### src/rtl/dbg_arb_pkg.sv
package dbg_arb_pkg;

    // Control byte held by the register stage
    typedef struct packed {
        logic req_en;   // honour external bus requests
        logic grab;     // force the buses to the external master
    } arb_ctl_t;

    // Grant stage state
    typedef struct packed {
        logic ack;
    } arb_grant_t;

endpackage

### src/rtl/dbg_arb_sync.sv
module dbg_arb_sync #(
    parameter int STAGES = 2
) (
    input  logic clk,
    input  logic rst_n,
    input  logic async_in,
    output logic sync_out
);
    localparam int LAST = STAGES - 1;

    logic [LAST:0] chain_d, chain_q;

    generate
        if (STAGES == 1) begin : g_single
            always_comb chain_d = async_in;
        end else begin : g_multi
            always_comb chain_d = {chain_q[LAST-1:0], async_in};
        end
    endgenerate

    always_ff @(posedge clk or negedge rst_n) begin
        if (!rst_n) chain_q <= '0;
        else        chain_q <= chain_d;
    end

    assign sync_out = chain_q[LAST];

endmodule

### src/rtl/dbg_arb_ctl.sv
module dbg_arb_ctl
    import dbg_arb_pkg::*;
#(
    parameter int          AW       = 8,
    parameter int          DW       = 8,
    parameter logic [AW-1:0] CTL_ADDR = 8'h17,
    parameter int          EN_BIT   = 7,
    parameter int          GRAB_BIT = 6
) (
    input  logic          clk,
    input  logic          rst_n,
    input  logic          in_break,
    input  logic          wr_en,
    input  logic [AW-1:0] wr_addr,
    input  logic [DW-1:0] wr_data,
    output arb_ctl_t      ctl
);
    localparam logic [DW-1:0] LIVE_MASK = (DW'(1) << EN_BIT) | (DW'(1) << GRAB_BIT);

    arb_ctl_t ctl_d, ctl_q;
    logic     hit;
    logic     unused_rsvd;

    // Reserved bits are decoded by nobody
    assign unused_rsvd = ^(wr_data & ~LIVE_MASK);

    always_comb begin
        hit   = wr_en && in_break && (wr_addr == CTL_ADDR);
        ctl_d = ctl_q;
        if (!in_break) begin
            ctl_d = '0;
        end else if (hit) begin
            ctl_d.req_en = wr_data[EN_BIT];
            ctl_d.grab   = wr_data[GRAB_BIT];
        end
    end

    always_ff @(posedge clk or negedge rst_n) begin
        if (!rst_n) ctl_q <= '0;
        else        ctl_q <= ctl_d;
    end

    assign ctl = ctl_q;


    clear_outside_break_chk: assert property (@(posedge clk) disable iff (!rst_n)
        !in_break |=> (!ctl_q.req_en && !ctl_q.grab));


    hold_without_hit_chk: assert property (@(posedge clk) disable iff (!rst_n)
        (in_break && !(wr_en && wr_addr == CTL_ADDR)) |=> $stable(ctl_q));

endmodule

### src/rtl/dbg_arb_grant.sv
module dbg_arb_grant
    import dbg_arb_pkg::*;
(
    input  logic     clk,
    input  logic     rst_n,
    input  logic     in_break,
    input  arb_ctl_t ctl,
    input  logic     req_s,
    input  logic     busy,
    output logic     ack_q
);
    arb_grant_t st_d, st_q;
    logic       want;

    always_comb begin
        want     = ctl.grab || (ctl.req_en && req_s);
        st_d.ack = in_break && want && (st_q.ack || !busy);
    end

    always_ff @(posedge clk or negedge rst_n) begin
        if (!rst_n) st_q <= '0;
        else        st_q <= st_d;
    end

    assign ack_q = st_q.ack;


    no_rise_when_busy_chk: assert property (@(posedge clk) disable iff (!rst_n)
        (!st_q.ack && busy) |=> !st_q.ack);


    no_ack_when_disabled_chk: assert property (@(posedge clk) disable iff (!rst_n)
        (!ctl.req_en && !ctl.grab) |=> !st_q.ack);


    release_after_drop_chk: assert property (@(posedge clk) disable iff (!rst_n)
        (st_q.ack && !req_s && !ctl.grab) |=> !st_q.ack);


    drop_on_exit_chk: assert property (@(posedge clk) disable iff (!rst_n)
        !in_break |=> !st_q.ack);

endmodule

### src/rtl/dbg_bus_arbiter.sv
module dbg_bus_arbiter
    import dbg_arb_pkg::*;
#(
    parameter int            AW          = 8,
    parameter int            DW          = 8,
    parameter logic [AW-1:0] CTL_ADDR    = 8'h17,
    parameter int            EN_BIT      = 7,
    parameter int            GRAB_BIT    = 6,
    parameter int            SYNC_STAGES = 2
) (
    input  logic          clk,
    input  logic          rst_n,
    input  logic          in_break,
    input  logic          reg_wr_en,
    input  logic [AW-1:0] reg_wr_addr,
    input  logic [DW-1:0] reg_wr_data,
    input  logic          dbg_op_busy,
    input  logic          ext_bus_req,
    output logic          bus_ack,
    output logic          bus_to_ext
);
    arb_ctl_t ctl;
    logic     req_s;
    logic     ack_q;

    dbg_arb_sync #(.STAGES(SYNC_STAGES)) u_sync (
        .clk      (clk),
        .rst_n    (rst_n),
        .async_in (ext_bus_req),
        .sync_out (req_s)
    );

    dbg_arb_ctl #(
        .AW(AW), .DW(DW), .CTL_ADDR(CTL_ADDR),
        .EN_BIT(EN_BIT), .GRAB_BIT(GRAB_BIT)
    ) u_ctl (
        .clk      (clk),
        .rst_n    (rst_n),
        .in_break (in_break),
        .wr_en    (reg_wr_en),
        .wr_addr  (reg_wr_addr),
        .wr_data  (reg_wr_data),
        .ctl      (ctl)
    );

    dbg_arb_grant u_grant (
        .clk      (clk),
        .rst_n    (rst_n),
        .in_break (in_break),
        .ctl      (ctl),
        .req_s    (req_s),
        .busy     (dbg_op_busy),
        .ack_q    (ack_q)
    );

    // Leaving break removes the grant without waiting for an edge
    assign bus_ack    = ack_q && in_break;
    assign bus_to_ext = bus_ack;


    grab_holds_chk: assert property (@(posedge clk) disable iff (!rst_n)
        (ack_q && ctl.grab && in_break) |=> ack_q);

endmodule

### config.mk
export PLATFORM = sky130hd
export DESIGN_NAME = dbg_bus_arbiter
export DESIGN_NICKNAME = d
export VERILOG_FILES = /design/src/rtl/dbg_arb_pkg.sv /design/src/rtl/dbg_arb_sync.sv /design/src/rtl/dbg_arb_ctl.sv /design/src/rtl/dbg_arb_grant.sv /design/src/rtl/dbg_bus_arbiter.sv
export SDC_FILE = /design/constraint.sdc
export NUM_CORES = 1
export LEC_CHECK = 0
export BUFFER_PORTS_ARGS = -buffer_cell sky130_fd_sc_hd__buf_4
export CORE_AREA = 10 10 47 49
export DETAILED_ROUTE_END_ITERATION = 8
export DIE_AREA = 0 0 57 59
export GPL_ROUTABILITY_DRIVEN = 0
export GPL_TIMING_DRIVEN = 0
export HOLD_SLACK_MARGIN = 0.08
export SYNTH_ARGS = -nofsm -noshare
export SYNTH_HDL_FRONTEND = slang
export SYNTH_HIERARCHICAL = 1
export SYNTH_SLANG_ARGS = --single-unit
### constraint.sdc
create_clock -name clk -period 1.4 [get_ports clk]
set_clock_uncertainty 0.2 [all_clocks]
set_input_delay 0 -clock clk [delete_from_list [all_inputs] [get_ports clk]]
set_output_delay 0 -clock clk [all_outputs]
set_load 0.03 [all_outputs]
=== Word-level counts from Yosys, hierarchy flattened ===
Cells that the tools add are included.

* Flip-flop bits (word level): 5
* Bits in latches: 0
* RAM bits: 0
* ROM bits: 0
* Input port bits: 22
* Output and inout port bits: 2
* Memories: 0

* $add $sub $neg: 0
* Multipliers: 0
* Div/mod/pow operators: 0
* Magnitude comparators: 0
* Equality and inequality tests: 2
* Shifts and indexed selects: 0
* Mux-type cells: 2
* Bitwise logic cells: 0
* Reduce and logical (&&, ||, !) cells: 9

{| class="wikitable"
|+ Operator list
! cell !! count
|-
| 8-bit by 5-bit equality test with 1-bit output, second input constant || 1
|-
| 1-bit logical AND || 6
|-
| 2-bit two-way mux || 2
|-
| 1-bit logical OR || 2
|-
| 2-bit by 1-bit inequality test with 1-bit output, second input constant || 1
|-
| 1-bit zero test || 1
|}

=== Depth between registers and ports, before layout ===
* Word-level depth: 4
* Depth in mapped cells: 3
* Depth with buffers taken out: 3

=== Hierarchy ===
The synthesis kept the hierarchy.

{| class="wikitable"
|+ Modules (own cells, without submodules)
! module !! times used !! cells each !! area each (µm²)
|-
| dbg_arb_ctl || 1 || 11 || 118.9
|-
| dbg_arb_grant || 1 || 4 || 56.3
|-
| dbg_arb_sync || 1 || 2 || 50.0
|-
| dbg_bus_arbiter || 1 || 2 || 13.8
|}

=== Worst setup path before layout ===
No wires, ideal clock.

* Path type: reg2out
* Start point: register u_grant.st_q (netlist: u_grant/ack_q)
* End point: output bus_to_ext
* Arrival: 908 ps
* Slack: 292 ps
* Cell stages (with the launch flop): 3
* Path buffers: 1
* Cell sequence: dfrtp_1 -> and2_1 -> buf_4

* Word-level cells in the longest chain between the ends: 1

{| class="wikitable"
|+ RTL lines
! element !! RTL line !! text
|-
| start, declared || dbg_arb_grant.sv:12 || <nowiki>arb_grant_t st_d, st_q;</nowiki>
|-
| start signal, assigned || dbg_arb_grant.sv:22 || <nowiki>else st_q <= st_d;</nowiki>
|-
| 1-bit logical AND || dbg_bus_arbiter.sv:57 || <nowiki>assign bus_ack = ack_q && in_break;</nowiki>
|-
| end, declared || dbg_bus_arbiter.sv:20 || <nowiki>output logic bus_to_ext</nowiki>
|}

No other way between the ends.

=== Worst setup path after layout ===
* Start point: input in_break
* End point: output bus_to_ext

* Word-level cells in the longest chain between the ends: 1

{| class="wikitable"
|+ RTL lines
! element !! RTL line !! text
|-
| start, declared || dbg_bus_arbiter.sv:13 || <nowiki>input logic in_break,</nowiki>
|-
| 1-bit logical AND || dbg_bus_arbiter.sv:57 ||
|}

No other way between the ends.

==> flow_metrics.py <==
metrics = {
    "synthesis": {
        "ys_top_cells_by_count": "5 x dfrtp_1, 4 x nand2_1, 2 x mux2i_1",
        "synth_seq_area_share_pct": 52.4,
        "yosysUniqueCellTypes": 11,
        "syn_area_per_cell_um2": 12.6,
        "synth_edf_count": 0,
        "synth_warnings": 6,
        "synth_cells": 19,
        "synth-main-ff-cell": "dfrtp_1",
        "syn_nets": 41,
        "yosysTopAreaCell": "dfrtp_1",
        "ys_ff_latch": 5,
        "netlist.area_leader.share_pct": 52.4,
        "async_flop_share_pct": 100,
        "synth_area_um2": 239,
        "yosysMostFrequentCell": "dfrtp_1",
        "synth.area.top_cells": "dfrtp_1 52%, mux2i_1 8.4%, nand2_1 6.3%",
    },
    "worst_setup_path": {
        "cp_cell_sequence": "dlygate4sd3_1 -> buf_4 -> and2_1 -> buf_4 -> buf_4",
        "reg2reg_setup_slack_ns": 0.48,
        "cp_top_family": "buffers and inverters",
        "cp.arrival_ns": 1.11,
        "timing.rr.end": "u_grant/ack_q",
        "end_kind": "output pin",
        "crit_required_ns": 1.20,
        "cp_slowest_stage_delay_ns": 0.53,
        "slowest_stage": "dlygate4sd3_1",
        "crit_buf_inv": 4,
        "r2r_cells": 2,
        "r2r_start": "u_ctl/ctl[1]",
        "cp-start-kind": "input pin",
        "cp_max_fo": 6,
        "critPathKind": "input pin to output pin",
        "crit_path_frequent_cell": "buf_4",
    },
    "sta": {
        "timing.hold.ws_ns": -0.00804,
        "setup_viol": 0,
        "timing.slew.headroom_pct": 80.9,
        "final_max_slew_viol_count": 0,
        "fin_setup_tns_ns": 0,
        "tightest_slew_ns": 0.285,
        "rsz0062_at_grt": "no",
        "clock.fmax_mhz": 762,
        "fin_crit_sh_pct": 93.8,
        "period_needed_ns": 1.31,
        "hold_viol": 2,
    },
    "power_and_ir_drop": {
        "p_per_area_nw_per_um2": 744,
        "p_leak_nw": 0.242,
        "total_power_uw": 381,
        "irDropWorstVdd_mv": 0.394,
    },
    "place": {
        "dp_hpwl_um": 585,
        "place.port_buffers": 17,
    },
    "detailed_routing": {
        "drcViolationCount": 0,
        "vias": 269,
        "detail-route-antenna-nets": 0,
        "vias_per_cell": 4.14,
        "routed_wl_um": 795,
        "drt_iter0_markers": 4,
        "dr.pass1.iters": 2,
        "post_drt_wl_per_cell_um": 12.2,
    },
    "floorplanning": {
        "pin_count": 24,
        "dieArea_um2": 3360,
        "die_y_um": 59,
        "fp-row-count": 14,
        "die_w_um": 57,
        "coreArea_um2": 1400,
        "initial_core_util_pct": 17.1,
    },
    "cts": {
        "htree_levels": 1,
        "clk_path_buf_depth": 2,
        "root_buffer": "clkbuf_4",
        "postCtsSetupBuffers": 0,
        "cts_buffers": 3,
        "cts.clk_slew.worst_paths_ns": 0.05,
        "tritoncts": "done",
        "clock-sinks": 5,
        "clk_latency_ns": 0.24,
    },
    "worst_hold_path": {
        "hold_path.class": "input pin to register",
        "min_from": "reg_wr_addr[3]",
        "hold_path_depth": 4,
        "min_to": "u_ctl/ctl[0]",
    },
    "flow_run": {
        "drv_cap": 0,
    },
    "global_route": {
        "antenna_found_initial": 0,
        "grt_pass1_vias": 305,
        "grt_pass1_wl_mm": 1.36,
        "grt_util_all_layers_pct": 5.35,
        "grt-ovfl-total": 0,
        "grt_max_degree": 7,
    },
    "cells_and_area": {
        "final_util_pct": 36.5,
        "fillers": 146,
        "seq_area_um2": 125,
        "multi_input_area_um2": 115,
        "n_antenna_cell": 0,
        "syn2layout_area_growth_pct": 114,
        "drive_gt1_share_pct": 49.0,
        "fin_nets": 72,
    },
    "run_status": {
        "violations": "negative hold slack",
        "status": "complete, but fails checks",
    },
}
==> report_power, final <==
group / switching (mW) / internal (mW)
Clock: 0.0575 / 0.108
Sequential: 0.000741 / 0.148
Combinational: 0.0175 / 0.0492
Total: 0.0758 / 0.305
==> per-layer routing <==
layer	wire length [um]	track usage (%)	vias to the layer above
met3	113	4.08	2
met5	0	0	-
met1	322	4.36	123
li1	-	-	126
met4	8	5.03	0
met2	351	8.22	18
==> cells by family (layout without fill, tap and decap cells) <==
| logic type | count (synthesis) | count (layout) | share of synthesized area (%) |
|---|---|---|---|
| mux | 2 | 2 | 8.38 |
| simple gates | 10 | 10 | 34.0 |
| buf+inv | 1 | 31 | 3.14 |
| compound gates | 1 | 1 | 2.09 |
| flops | 5 | 5 | 52.4 |
==> worst max-delay path by stage <==
| stage | from | to | slack, ns | cells after the start |
|---|---|---|---|---|
| floorplan | u_grant/ack_q | bus_to_ext | 0.29 | 2 |
| global placement | reg_wr_addr[6] | u_ctl/ctl[1] | 0.16 | 4 |
| detailed placement | reg_wr_addr[6] | u_ctl/ctl[1] | 0.15 | 4 |
| CTS | reg_wr_addr[5] | u_ctl/ctl[1] | 0.04 | 4 |
| global route | in_break | bus_to_ext | 0.04 | 5 |
| finish | in_break | bus_to_ext | 0.09 | 5 |
==> layout by cell type, fill, tap and decap left out, drive strengths merged <==
cell         synthesis  routed
nor4b                1       1
nor3b                1       1
nand3b               1       1
dlygate4sd3          0       9
nand4bb              1       1
dfrtp                5       5
nor2b                1       1
mux2i                2       2
a21oi                1       1
and2                 1       1
clkbuf               0       4
nand2                4       4
buf                  1      18
==> metrics by stage <==
| step | area (um2) | worst slack [ns] | std cells | hold slack (ns) |
|---|---|---|---|---|
| finish | 512 | 0.0873 | 65 | -0.00804 |
| CTS | 493 | 0.0372 | 64 | -0.0363 |
| detailed placement | 387 | 0.149 | 52 | -0.394 |
| global placement | 387 | 0.160 | 52 | -0.395 |
| global route | 512 | 0.0350 | 65 | 0.000629 |
| floorplan | 239 | 0.292 | 19 | -0.496 |
==> flip-flops by register name (all words and copies together) (netlist names) <==
name and cells:
u_ctl/ctl 2, u_sync/chain_q 2, u_grant/ack_q 1
==> area by class of cell <==
type	count	area share, %
clock buffers	4	5.13
repair buffers	26	42.5
plain buffers	1	1.47
multi-input cells	13	22.5
flip-flops and latches	5	24.4
well taps	16	3.91
==> tightest hold or removal path, delay by kind of cell <==
kind / cells / cell delay (ns)
buf+inv: 1 / 0.07
mux: 1 / 0.11
simple gates: 2 / 0.21
==> repair_timing <==
action | in CTS | in global routing
endpoints found under the hold margin | 9 | 2
gates resized for setup | 0 | 1
hold buffers | 8 | 1
setup endpoints to repair | 0 | 1
Power figures use the tool's default switching activity.
